$ cat src/rtl/tick_timer_pkg.sv
package tick_timer_pkg;
  localparam int DATA_W = 32;
  localparam int ADDR_W = 3;

  // register addresses
  localparam logic [ADDR_W-1:0] RA_TBUF  = 3'd0;
  localparam logic [ADDR_W-1:0] RA_IBUF  = 3'd1;
  localparam logic [ADDR_W-1:0] RA_CTRL  = 3'd2;
  localparam logic [ADDR_W-1:0] RA_IEN   = 3'd3;
  localparam logic [ADDR_W-1:0] RA_ISTAT = 3'd4;
  localparam logic [ADDR_W-1:0] RA_WSTAT = 3'd5;
  localparam logic [ADDR_W-1:0] RA_ICUR  = 3'd6;
  localparam logic [ADDR_W-1:0] RA_TCUR  = 3'd7;

  // control bits
  localparam int CTL_TRUN = 0;
  localparam int CTL_IRUN = 1;
  localparam int CTL_IVAL = 2;
  localparam int CTL_W    = 3;

  // acknowledge bits
  localparam int WS_TBUF = 0;
  localparam int WS_IBUF = 1;
  localparam int WS_CTRL = 3;
  localparam int WS_W    = 4;

  typedef struct packed {
    logic              vld;
    logic [ADDR_W-1:0] addr;
    logic [DATA_W-1:0] data;
  } wr_req_t;
endpackage

$ cat src/rtl/tt_wr_delay.sv
module tt_wr_delay
  import tick_timer_pkg::*;
#(
  parameter int LAT = 2
) (
  input  logic    clk,
  input  logic    rst_n,
  input  wr_req_t req_in,
  output wr_req_t req_out
);
  wr_req_t stage_q [LAT];

  for (genvar i = 0; i < LAT; i++) begin : g_stage
    wr_req_t stage_d;
    if (i == 0) begin : g_first
      always_comb stage_d = req_in;
    end else begin : g_next
      always_comb stage_d = stage_q[i-1];
    end
    always_ff @(posedge clk or negedge rst_n) begin
      if (!rst_n) stage_q[i] <= '0;
      else        stage_q[i] <= stage_d;
    end
  end

  assign req_out = stage_q[LAT-1];
endmodule

$ cat src/rtl/tt_prescaler.sv
module tt_prescaler #(
  parameter int W = 8
) (
  input  logic         clk,
  input  logic         rst_n,
  input  logic         run,
  input  logic         load,
  input  logic [W-1:0] load_val,
  input  logic [W-1:0] reload_val,
  output logic [W-1:0] cnt,
  output logic         tick
);
  logic [W-1:0] cnt_d;
  logic         cnt_en;

  assign tick   = run && (cnt == '0) && !load;
  assign cnt_en = load || run;

  always_comb begin
    cnt_d = cnt;
    if (load)                cnt_d = load_val;
    else if (cnt == '0)      cnt_d = reload_val;
    else                     cnt_d = cnt - 1'b1;
  end

  always_ff @(posedge clk or negedge rst_n) begin
    if (!rst_n)      cnt <= '0;
    else if (cnt_en) cnt <= cnt_d;
  end
endmodule

$ cat src/rtl/tt_int_counter.sv
module tt_int_counter #(
  parameter int W = 31
) (
  input  logic         clk,
  input  logic         rst_n,
  input  logic         tick,
  input  logic         run,
  input  logic         interval,
  input  logic         load,
  input  logic [W-1:0] load_val,
  input  logic [W-1:0] reload_val,
  output logic [W-1:0] cnt,
  output logic         expire
);
  logic [W-1:0] cnt_d;
  logic         step;
  logic         cnt_en;

  assign step   = tick && run && (cnt != '0) && !load;
  assign expire = step && (cnt == W'(1));
  assign cnt_en = load || step;

  always_comb begin
    cnt_d = cnt;
    if (load)        cnt_d = load_val;
    else if (expire) cnt_d = interval ? reload_val : '0;
    else             cnt_d = cnt - 1'b1;
  end

  always_ff @(posedge clk or negedge rst_n) begin
    if (!rst_n)      cnt <= '0;
    else if (cnt_en) cnt <= cnt_d;
  end
endmodule

$ cat src/rtl/core_tick_timer.sv
module core_tick_timer
  import tick_timer_pkg::*;
#(
  parameter int TCNT_W   = 8,
  parameter int ICNT_W   = 31,
  parameter int ICNT_MIN = 15,
  parameter int WR_LAT   = 2
) (
  input  logic              clk,
  input  logic              rst_n,
  input  logic              wr_en,
  input  logic [ADDR_W-1:0] wr_addr,
  input  logic [DATA_W-1:0] wr_data,
  input  logic [ADDR_W-1:0] rd_addr,
  output logic [DATA_W-1:0] rd_data,
  output logic              irq
);
  localparam int UPD_BIT = DATA_W - 1;
  localparam logic [ICNT_W-1:0] MIN_V = ICNT_W'(ICNT_MIN);

  // register state
  logic [TCNT_W-1:0] tbuf_q, tbuf_d;
  logic [ICNT_W-1:0] ibuf_q, ibuf_d;
  logic [CTL_W-1:0]  ctrl_q, ctrl_d;
  logic              ien_q, ien_d;
  logic              istat_q, istat_d;
  logic [WS_W-1:0]   wstat_q, wstat_d;

  wr_req_t req_in, req_app;
  logic tbuf_ld, ibuf_wr, ibuf_ld, ctrl_ld;
  logic ien_wr, istat_clr;
  logic [WS_W-1:0] wstat_clr, wstat_set;
  logic [ICNT_W-1:0] ibuf_new;
  logic [TCNT_W-1:0] tcnt;
  logic [ICNT_W-1:0] icnt;
  logic tick, expire;

  assign req_in = '{vld: wr_en, addr: wr_addr, data: wr_data};

  tt_wr_delay #(.LAT(WR_LAT)) u_dly (
    .clk(clk), .rst_n(rst_n), .req_in(req_in), .req_out(req_app)
  );

  // decode of applied (delayed) writes
  assign tbuf_ld  = req_app.vld && (req_app.addr == RA_TBUF);
  assign ibuf_wr  = req_app.vld && (req_app.addr == RA_IBUF);
  assign ibuf_ld  = ibuf_wr && req_app.data[UPD_BIT];
  assign ctrl_ld  = req_app.vld && (req_app.addr == RA_CTRL);
  assign ibuf_new = (req_app.data[ICNT_W-1:0] < MIN_V) ? MIN_V
                                                       : req_app.data[ICNT_W-1:0];

  // decode of immediate writes
  assign ien_wr    = wr_en && (wr_addr == RA_IEN);
  assign istat_clr = wr_en && (wr_addr == RA_ISTAT) && wr_data[0];
  assign wstat_clr = (wr_en && (wr_addr == RA_WSTAT)) ? wr_data[WS_W-1:0] : '0;

  always_comb begin
    wstat_set          = '0;
    wstat_set[WS_TBUF] = tbuf_ld;
    wstat_set[WS_IBUF] = ibuf_wr;
    wstat_set[WS_CTRL] = ctrl_ld;
  end

  tt_prescaler #(.W(TCNT_W)) u_pre (
    .clk(clk), .rst_n(rst_n),
    .run(ctrl_q[CTL_TRUN]),
    .load(tbuf_ld), .load_val(req_app.data[TCNT_W-1:0]),
    .reload_val(tbuf_q),
    .cnt(tcnt), .tick(tick)
  );

  tt_int_counter #(.W(ICNT_W)) u_icnt (
    .clk(clk), .rst_n(rst_n),
    .tick(tick),
    .run(ctrl_q[CTL_TRUN] && ctrl_q[CTL_IRUN]),
    .interval(ctrl_q[CTL_IVAL]),
    .load(ibuf_ld), .load_val(ibuf_new),
    .reload_val(ibuf_q),
    .cnt(icnt), .expire(expire)
  );

  // next state
  always_comb begin
    tbuf_d  = tbuf_ld ? req_app.data[TCNT_W-1:0] : tbuf_q;
    ibuf_d  = ibuf_ld ? ibuf_new : ibuf_q;
    ctrl_d  = ctrl_ld ? req_app.data[CTL_W-1:0] : ctrl_q;
    ien_d   = ien_wr ? wr_data[0] : ien_q;
    istat_d = expire | (istat_q & ~istat_clr);
    wstat_d = wstat_set | (wstat_q & ~wstat_clr);
  end

  // registers
  always_ff @(posedge clk or negedge rst_n) begin
    if (!rst_n) begin
      tbuf_q  <= '0;
      ibuf_q  <= '0;
      ctrl_q  <= '0;
      ien_q   <= 1'b0;
      istat_q <= 1'b0;
      wstat_q <= '0;
    end else begin
      tbuf_q  <= tbuf_d;
      ibuf_q  <= ibuf_d;
      ctrl_q  <= ctrl_d;
      ien_q   <= ien_d;
      istat_q <= istat_d;
      wstat_q <= wstat_d;
    end
  end

  assign irq = istat_q & ien_q;

  always_comb begin
    rd_data = '0;
    case (rd_addr)
      RA_TBUF:  rd_data = DATA_W'(tbuf_q);
      RA_IBUF:  rd_data = DATA_W'(ibuf_q);
      RA_CTRL:  rd_data = DATA_W'(ctrl_q);
      RA_IEN:   rd_data = DATA_W'(ien_q);
      RA_ISTAT: rd_data = DATA_W'(istat_q);
      RA_WSTAT: rd_data = DATA_W'(wstat_q);
      RA_ICUR:  rd_data = DATA_W'(icnt);
      RA_TCUR:  rd_data = DATA_W'(tcnt);
      default:  rd_data = '0;
    endcase
  end
endmodule

$ cat config.mk
export PLATFORM = sky130hd
export DESIGN_NAME = core_tick_timer
export DESIGN_NICKNAME = d
export VERILOG_FILES = /design/src/rtl/tick_timer_pkg.sv /design/src/rtl/tt_wr_delay.sv /design/src/rtl/tt_prescaler.sv /design/src/rtl/tt_int_counter.sv /design/src/rtl/core_tick_timer.sv
export SDC_FILE = /design/constraint.sdc
export NUM_CORES = 1
export LEC_CHECK = 0
export BUFFER_PORTS_ARGS = -buffer_cell sky130_fd_sc_hd__buf_4
export CAP_MARGIN = 25
export CORE_UTILIZATION = 40
export CTS_CLUSTER_DIAMETER = 150
export DETAILED_ROUTE_END_ITERATION = 16
export PLACE_DENSITY_LB_ADDON = 0.08
export RECOVER_POWER = 100
export SLEW_MARGIN = 5
export SYNTH_ARGS = -nofsm -noshare
export SYNTH_HDL_FRONTEND = slang
export SYNTH_SLANG_ARGS = --single-unit
$ cat constraint.sdc
create_clock -name clk -period 6.9 [get_ports clk]
set_input_delay 0.345 -clock clk [delete_from_list [all_inputs] [get_ports clk]]
set_output_delay 0.345 -clock clk [all_outputs]
set_load 0.05 [all_outputs]
Yosys cells after proc, flatten, opt, wreduce, memory -nomap -nowiden
Index checks and enable logic that the tools add are counted.
W data, S select, Z words.
- flip-flop bits (word level): 159
- input port bits: 41
- output and inout port bits: 33
- logic and storage cells: 68
- add/subtract/negate cells: 2
- order comparisons: 1
- eq/ne operators: 13
- muxes and demuxes: 8
- bitwise operators: 7
- reduce and logical (&&, ||, !) cells: 23
- operators with widths (operator ; number):
    $pmux W32 S8 ; 1
    $mux W31 ; 4
    $eq A31 B1 Y1 const B ; 1
    $lt A31 B4 Y1 const B ; 1
    $reduce_bool A31 Y1 ; 1
    $sub A31 B1 Y31 const B ; 1
    $eq A3 B3 Y1 const B ; 6
    $mux W8 ; 2
    $logic_and A1 B1 Y1 ; 15
    $eq A3 B2 Y1 const B ; 4
    $logic_not A8 Y1 ; 1
    $sub A8 B1 Y8 const B ; 1
    $eq A3 B1 Y1 const B ; 2
    $logic_not A3 Y1 ; 2
    $and A4 B4 Y4 ; 1
    $mux W4 ; 1
    $not A4 Y4 ; 1
    $or A4 B4 Y4 ; 1
    $and A1 B1 Y1 ; 2
    $logic_not A1 Y1 ; 2
    $logic_or A1 B1 Y1 ; 2
    $not A1 Y1 ; 1
    $or A1 B1 Y1 ; 1

Logic depth before layout (Yosys ltp)
- word-level depth: 10
- depth in mapped cells: 9

By module
A second synthesis with hierarchy kept.
- cell total of the unflattened synthesis: 780
- area, all modules: 7871.3 um2
- by module, submodules not included (module ; times used ; cells an instance ; area an instance (um2) ; sequential area each (um2)):
    tt_int_counter ; 1 ; 342 ; 2785.2 ; 775.7
    core_tick_timer ; 1 ; 295 ; 2680.1 ; 1201.2
    tt_wr_delay ; 1 ; 72 ; 1801.7 ; 1801.7
    tt_prescaler ; 1 ; 71 ; 604.3 ; 200.2

Worst setup path after synthesis
OpenSTA, ideal clock, no wires.
- path type: input-to-output
- start point: input port rd_addr[0]
- end point: output port rd_data[2]
- data arrival time: 2121 ps
- required time: 6555 ps
- slack: 4434 ps
- stages on the path: 4
- buffers on the path: 2
- cells stage by stage: clkbuf_1 -> clkbuf_1 -> mux2i_1 -> o21ai_0
- longest elaborated chain between the ends: 2
- RTL lines (element ; line ; text):
    from (decl) ; core_tick_timer.sv:14 ; input logic [ADDR_W-1:0] rd_addr,
    $eq A3 B3 Y1 (tied with other cells) ; core_tick_timer.sv:115 ; case (rd_addr)
    $pmux W32 S8 * ; core_tick_timer.sv:115 ;
    to (decl) ; core_tick_timer.sv:15 ; output logic [DATA_W-1:0] rd_data,
Every way passes the cells marked *; elsewhere a longest branch is shown, timed or not. The select of a mux whose other input is x is not followed.

Worst setup path in the final report
- start point: register u_dly.stage_q, in the netlist u_dly.req_out[33]
- end point: register u_icnt.cnt[26]
- longest elaborated chain between the ends: 10
- RTL lines (element ; line ; text):
    from (decl) ; tt_wr_delay.sv:11 ; wr_req_t stage_q [LAT];
    from (signal, indexed assignment) ; tt_wr_delay.sv:22 ; else stage_q[i] <= stage_d;
    $logic_not A3 Y1 ; core_tick_timer.sv:45 ; assign tbuf_ld = req_app.vld && (req_app.addr == RA_TBUF);
    $logic_and A1 B1 Y1 ; core_tick_timer.sv:45 ;
    $logic_not A1 Y1 ; tt_prescaler.sv:16 ; assign tick = run && (cnt == '0) && !load;
    $logic_and A1 B1 Y1 ; tt_prescaler.sv:16 ;
    $logic_and A1 B1 Y1 (3 in a row) ; tt_int_counter.sv:19 ; assign step = tick && run && (cnt != '0) && !load;
    $logic_and A1 B1 Y1 ; tt_int_counter.sv:20 ; assign expire = step && (cnt == W'(1));
    $mux W31 ; tt_int_counter.sv:26 ; else if (expire) cnt_d = interval ? reload_val : '0;
    $mux W31 ; tt_int_counter.sv:25 ; if (load) cnt_d = load_val;
    to (signal assigned) ; tt_int_counter.sv:32 ; else if (cnt_en) cnt <= cnt_d;
    to (decl) ; tt_int_counter.sv:12 ; output logic [W-1:0] cnt,
Several ways; a longest one is shown, not always the timed one.
A chain may end at the register's enable or synchronous reset.

==> impl_summary.log <==
INFO  metric crit_type = flip-flop to flip-flop
INFO  metric worstHoldPathType = input pin to async pin
INFO  metric slew_viol_final = 100
INFO  metric post_synth_most_frequent_cells = dfrtp_1, nand2_1, a21oi_1
INFO  metric vdd_ir_drop_max = 0.163 mV
INFO  metric finalSetupViolations = 0
INFO  metric dp_cells = 1,048
INFO  metric final_layout_size_suffix_gt1_frac = 0.119
INFO  metric fin_util = 0.473
INFO  metric syn-instance-count = 789
INFO  metric routabilityCongestion = 0.938
INFO  metric grt.total_usage = 0.236
INFO  metric drt-vias-per-instance = 5.91
INFO  metric worst_slew_pin_slew = 3070 ps
INFO  metric critPathLaunchType = flip-flop
INFO  metric dpl.hpwl = 15,400 um
INFO  metric grt.busiest_layer = met1
INFO  metric violations = capacitance limit, slew limit
INFO  metric worst_setup_hold_path_clk_slew = 70 ps
INFO  metric ys.flop_type = dfrtp_1
INFO  metric yosys.area.top_type = dfrtp_1
INFO  metric dieArea = 19,500 sq um
INFO  metric worstSkewPairLatency = 430 ps
INFO  metric synth-edff-count = 0
INFO  metric starting_density_of_the_core = 0.415
INFO  metric synthTopCellsByArea = dfrtp_1, nand2_1, a21oi_1
INFO  metric ys_seq_elements = 159
INFO  metric synth.yosys.seq_area_share = 0.525
INFO  metric netlist-cell-type-count = 82
INFO  metric postCtsSetupBuffers = 0
INFO  metric whs = 34.7 ps
INFO  metric cts.repair.resized = 0
INFO  metric tritoncts = built
INFO  metric syn_avg_cell_area = 9.61 sq um
INFO  metric met3_usage = 0.0437
INFO  metric routed-via-count = 6,391
INFO  metric yosysMostFrequentCell = dfrtp_1
INFO  metric max_fanout_on_critical_path = 41
INFO  metric hold_viol = 0
INFO  metric cp.required = 7200 ps
INFO  metric critPathCaptureType = flip-flop
INFO  metric setup-tns-final = 0 ps
INFO  metric p_per_area = 329 nW/um^2
INFO  metric maxSlewHeadroom = -1.05
INFO  metric die_ht = 140 um
INFO  metric grt_first_pass_wirelength = 35,300 um
INFO  metric routed_wl = 22,100 um
INFO  metric clkSinkCount = 159
INFO  metric area.growth.synth_to_final = 14.0%
INFO  metric final.period_utilization = 0.635
INFO  metric mappedNetlistArea = 7580 sq um
INFO  metric synth-warning-count = 0
INFO  metric placed_area = 8250 sq um
INFO  metric grt_max_degree = 104
INFO  metric horiz_die_dim = 140 um
INFO  metric timing.fmax = 228 MHz
INFO  metric outcome = finished with violations
INFO  metric drtPass1Iterations = 5
INFO  metric detail-route-antenna-nets = 0
INFO  metric fin_cells = 1,081
INFO  metric nets = 885
INFO  metric final_design_area_no_fill = 8640 sq um
INFO  metric rsz_0062_raised_after_global_routing = no
INFO  metric n_antenna_cell = 0
INFO  metric cap_violations = 2
INFO  metric clock_tree.buffer_depth = 2
INFO  metric core_area = 18,300 sq um
INFO  metric tritoncts.num_buffers = 17
INFO  metric global_route.usage.met2 = 0.338
INFO  metric grt_pass1_vias = 5,991
INFO  metric post-route-min-period = 4380 ps
INFO  metric cts.root.buffer_cell = clkbuf_16
INFO  metric number_of_port_buffers = 72
INFO  metric async_reset_ff_frac = 1.00
INFO  metric yosysTopAreaCellShare = 0.525
INFO  metric finClkSkew = 8.82 ps
INFO  metric antenna_violations_before_repair = 0
INFO  metric timing.critical_path.arrival = 4680 ps
INFO  metric drt_drc_violations_left = 0
INFO  metric wl_per_cell = 20.4 um
INFO  metric synth_nets = 835
INFO  metric global_route.usage.met1 = 0.359
INFO  metric htree_levels = 4
INFO  metric placementRows = 49
INFO  metric io-pin-count = 74
INFO  metric dr.first_iter.drc_count = 742
INFO  metric globalRouteOverflowTotal = 0
INFO  metric power_leakage = 3.76 nW
INFO  metric holdBufCountCts = 0
INFO  metric layout.filler_cells = 1,765
per-stage QoR:
step | setup WS [ps] | power [W]
after floorplan | 4430 | 0.00174
after global placement | 3740 | 0.00195
after detailed placement | 3600 | 0.00197
after CTS | 3590 | 0.00288
after global routing | 2140 | 0.00300
final | 2520 | 0.00285
cells in the final DEF (no fill, tap or decap), types with 5 or more instances in the layout:
| master | synthesis | final |
|---|---|---|
| nand3_1 | 14 | 14 |
| xor2_1 | 6 | 6 |
| inv_6 | 0 | 8 |
| or3_1 | 8 | 8 |
| nor2_1 | 55 | 57 |
| nand2_1 | 156 | 155 |
| a22o_1 | 22 | 22 |
| dfrtp_1 | 159 | 159 |
| and4_1 | 4 | 5 |
| xnor2_1 | 7 | 7 |
| and2_1 | 6 | 5 |
| clkbuf_16 | 0 | 17 |
| nor3_1 | 18 | 18 |
| clkbuf_4 | 0 | 30 |
| or4_1 | 5 | 5 |
| o22ai_1 | 10 | 10 |
| nand4_1 | 11 | 11 |
| ha_1 | 5 | 5 |
| nor4_1 | 11 | 12 |
| inv_1 | 16 | 16 |
| a22oi_1 | 7 | 7 |
| o21ai_0 | 34 | 36 |
| a31oi_1 | 14 | 14 |
| mux2i_1 | 12 | 12 |
| buf_4 | 1 | 10 |
| a21oi_1 | 59 | 59 |
| clkbuf_1 | 33 | 39 |
routing by layer:
metal | vias up | part of all wire | routed length (um)
met5 | - | 0 | 0
met2 | 293 | 0.44 | 9710
met3 | 28 | 0.077 | 1710
li1 | 2939 | - | -
met4 | 0 | 0.018 | 390
met1 | 3131 | 0.47 | 10300
power by group:
part           internal [W]  total [W]  switching (W)
Combinational      0.000242   0.000621       0.000379
Clock              0.000493   0.000908       0.000415
Sequential          0.00108    0.00132       0.000233
path summary, 6_finish.rpt:
| path | startpoint | endpoint | slack [ps] | cells past startpoint |
|---|---|---|---|---|
| worst max-delay path | u_dly.req_out[33] | u_icnt.cnt[26] | 2520 | 6 |
| worst min-delay path | rst_n | u_pre.cnt[4] | 30 | 1 |
| worst max register to register | u_dly.req_out[33] | u_icnt.cnt[26] | 2520 | 6 |
| worst min register to register | u_dly.g_stage[1].stage_d[22] | u_dly.req_out[22] | 340 | 0 |
| max in group asynchronous | rst_n | u_icnt.cnt[21] | 3420 | 2 |
| min in group clk | wr_data[17] | u_dly.g_stage[1].stage_d[17] | 40 | 1 |
layout make-up:
cell class | instances | area [sq um] | share of cell area
clock buffers | 19 | 453 | 0.0524
clock inverters | 13 | 113 | 0.0130
inverters | 16 | 60.1 | 0.00695
multi-input cells | 565 | 3290 | 0.381
flip-flops and latches | 159 | 3980 | 0.460
well taps | 229 | 287 | 0.0331
repair buffers | 80 | 458 | 0.0530
sequential cells by signal, summed over array words and instances (netlist names):
name                   flops
tbuf_q                     8
u_dly.g_stage.stage_d     36
istat_q                    1
ibuf_q                    31
u_dly.req_out             36
wstat_q                    4
u_icnt.cnt                31
u_pre.cnt                  8
ctrl_q                     3
ien_q                      1
logic make-up (layout without fill, tap and decap cells):
kind of cell / count (synthesis) / in the layout / share of synthesized area
mux: 16 / 16 / 0.0218
flops: 159 / 159 / 0.525
compound gates: 202 / 202 / 0.176
xor+xnor: 13 / 13 / 0.0150
other cells: 1 / 1 / 0.000495
fa+ha+maj: 5 / 5 / 0.00825
simple gates: 328 / 328 / 0.215
buf+inv: 65 / 128 / 0.0388
worst max-delay path, stage by stage, from the launching register on:
cell	delay, ps
dfrtp_1	410
nor4bb_1	570
and2_0	1780
buf_4	530
nor2_1	350
a2111oi_0	470
nor3_1	110
Note: power is estimated with default switching activity, not from simulation.
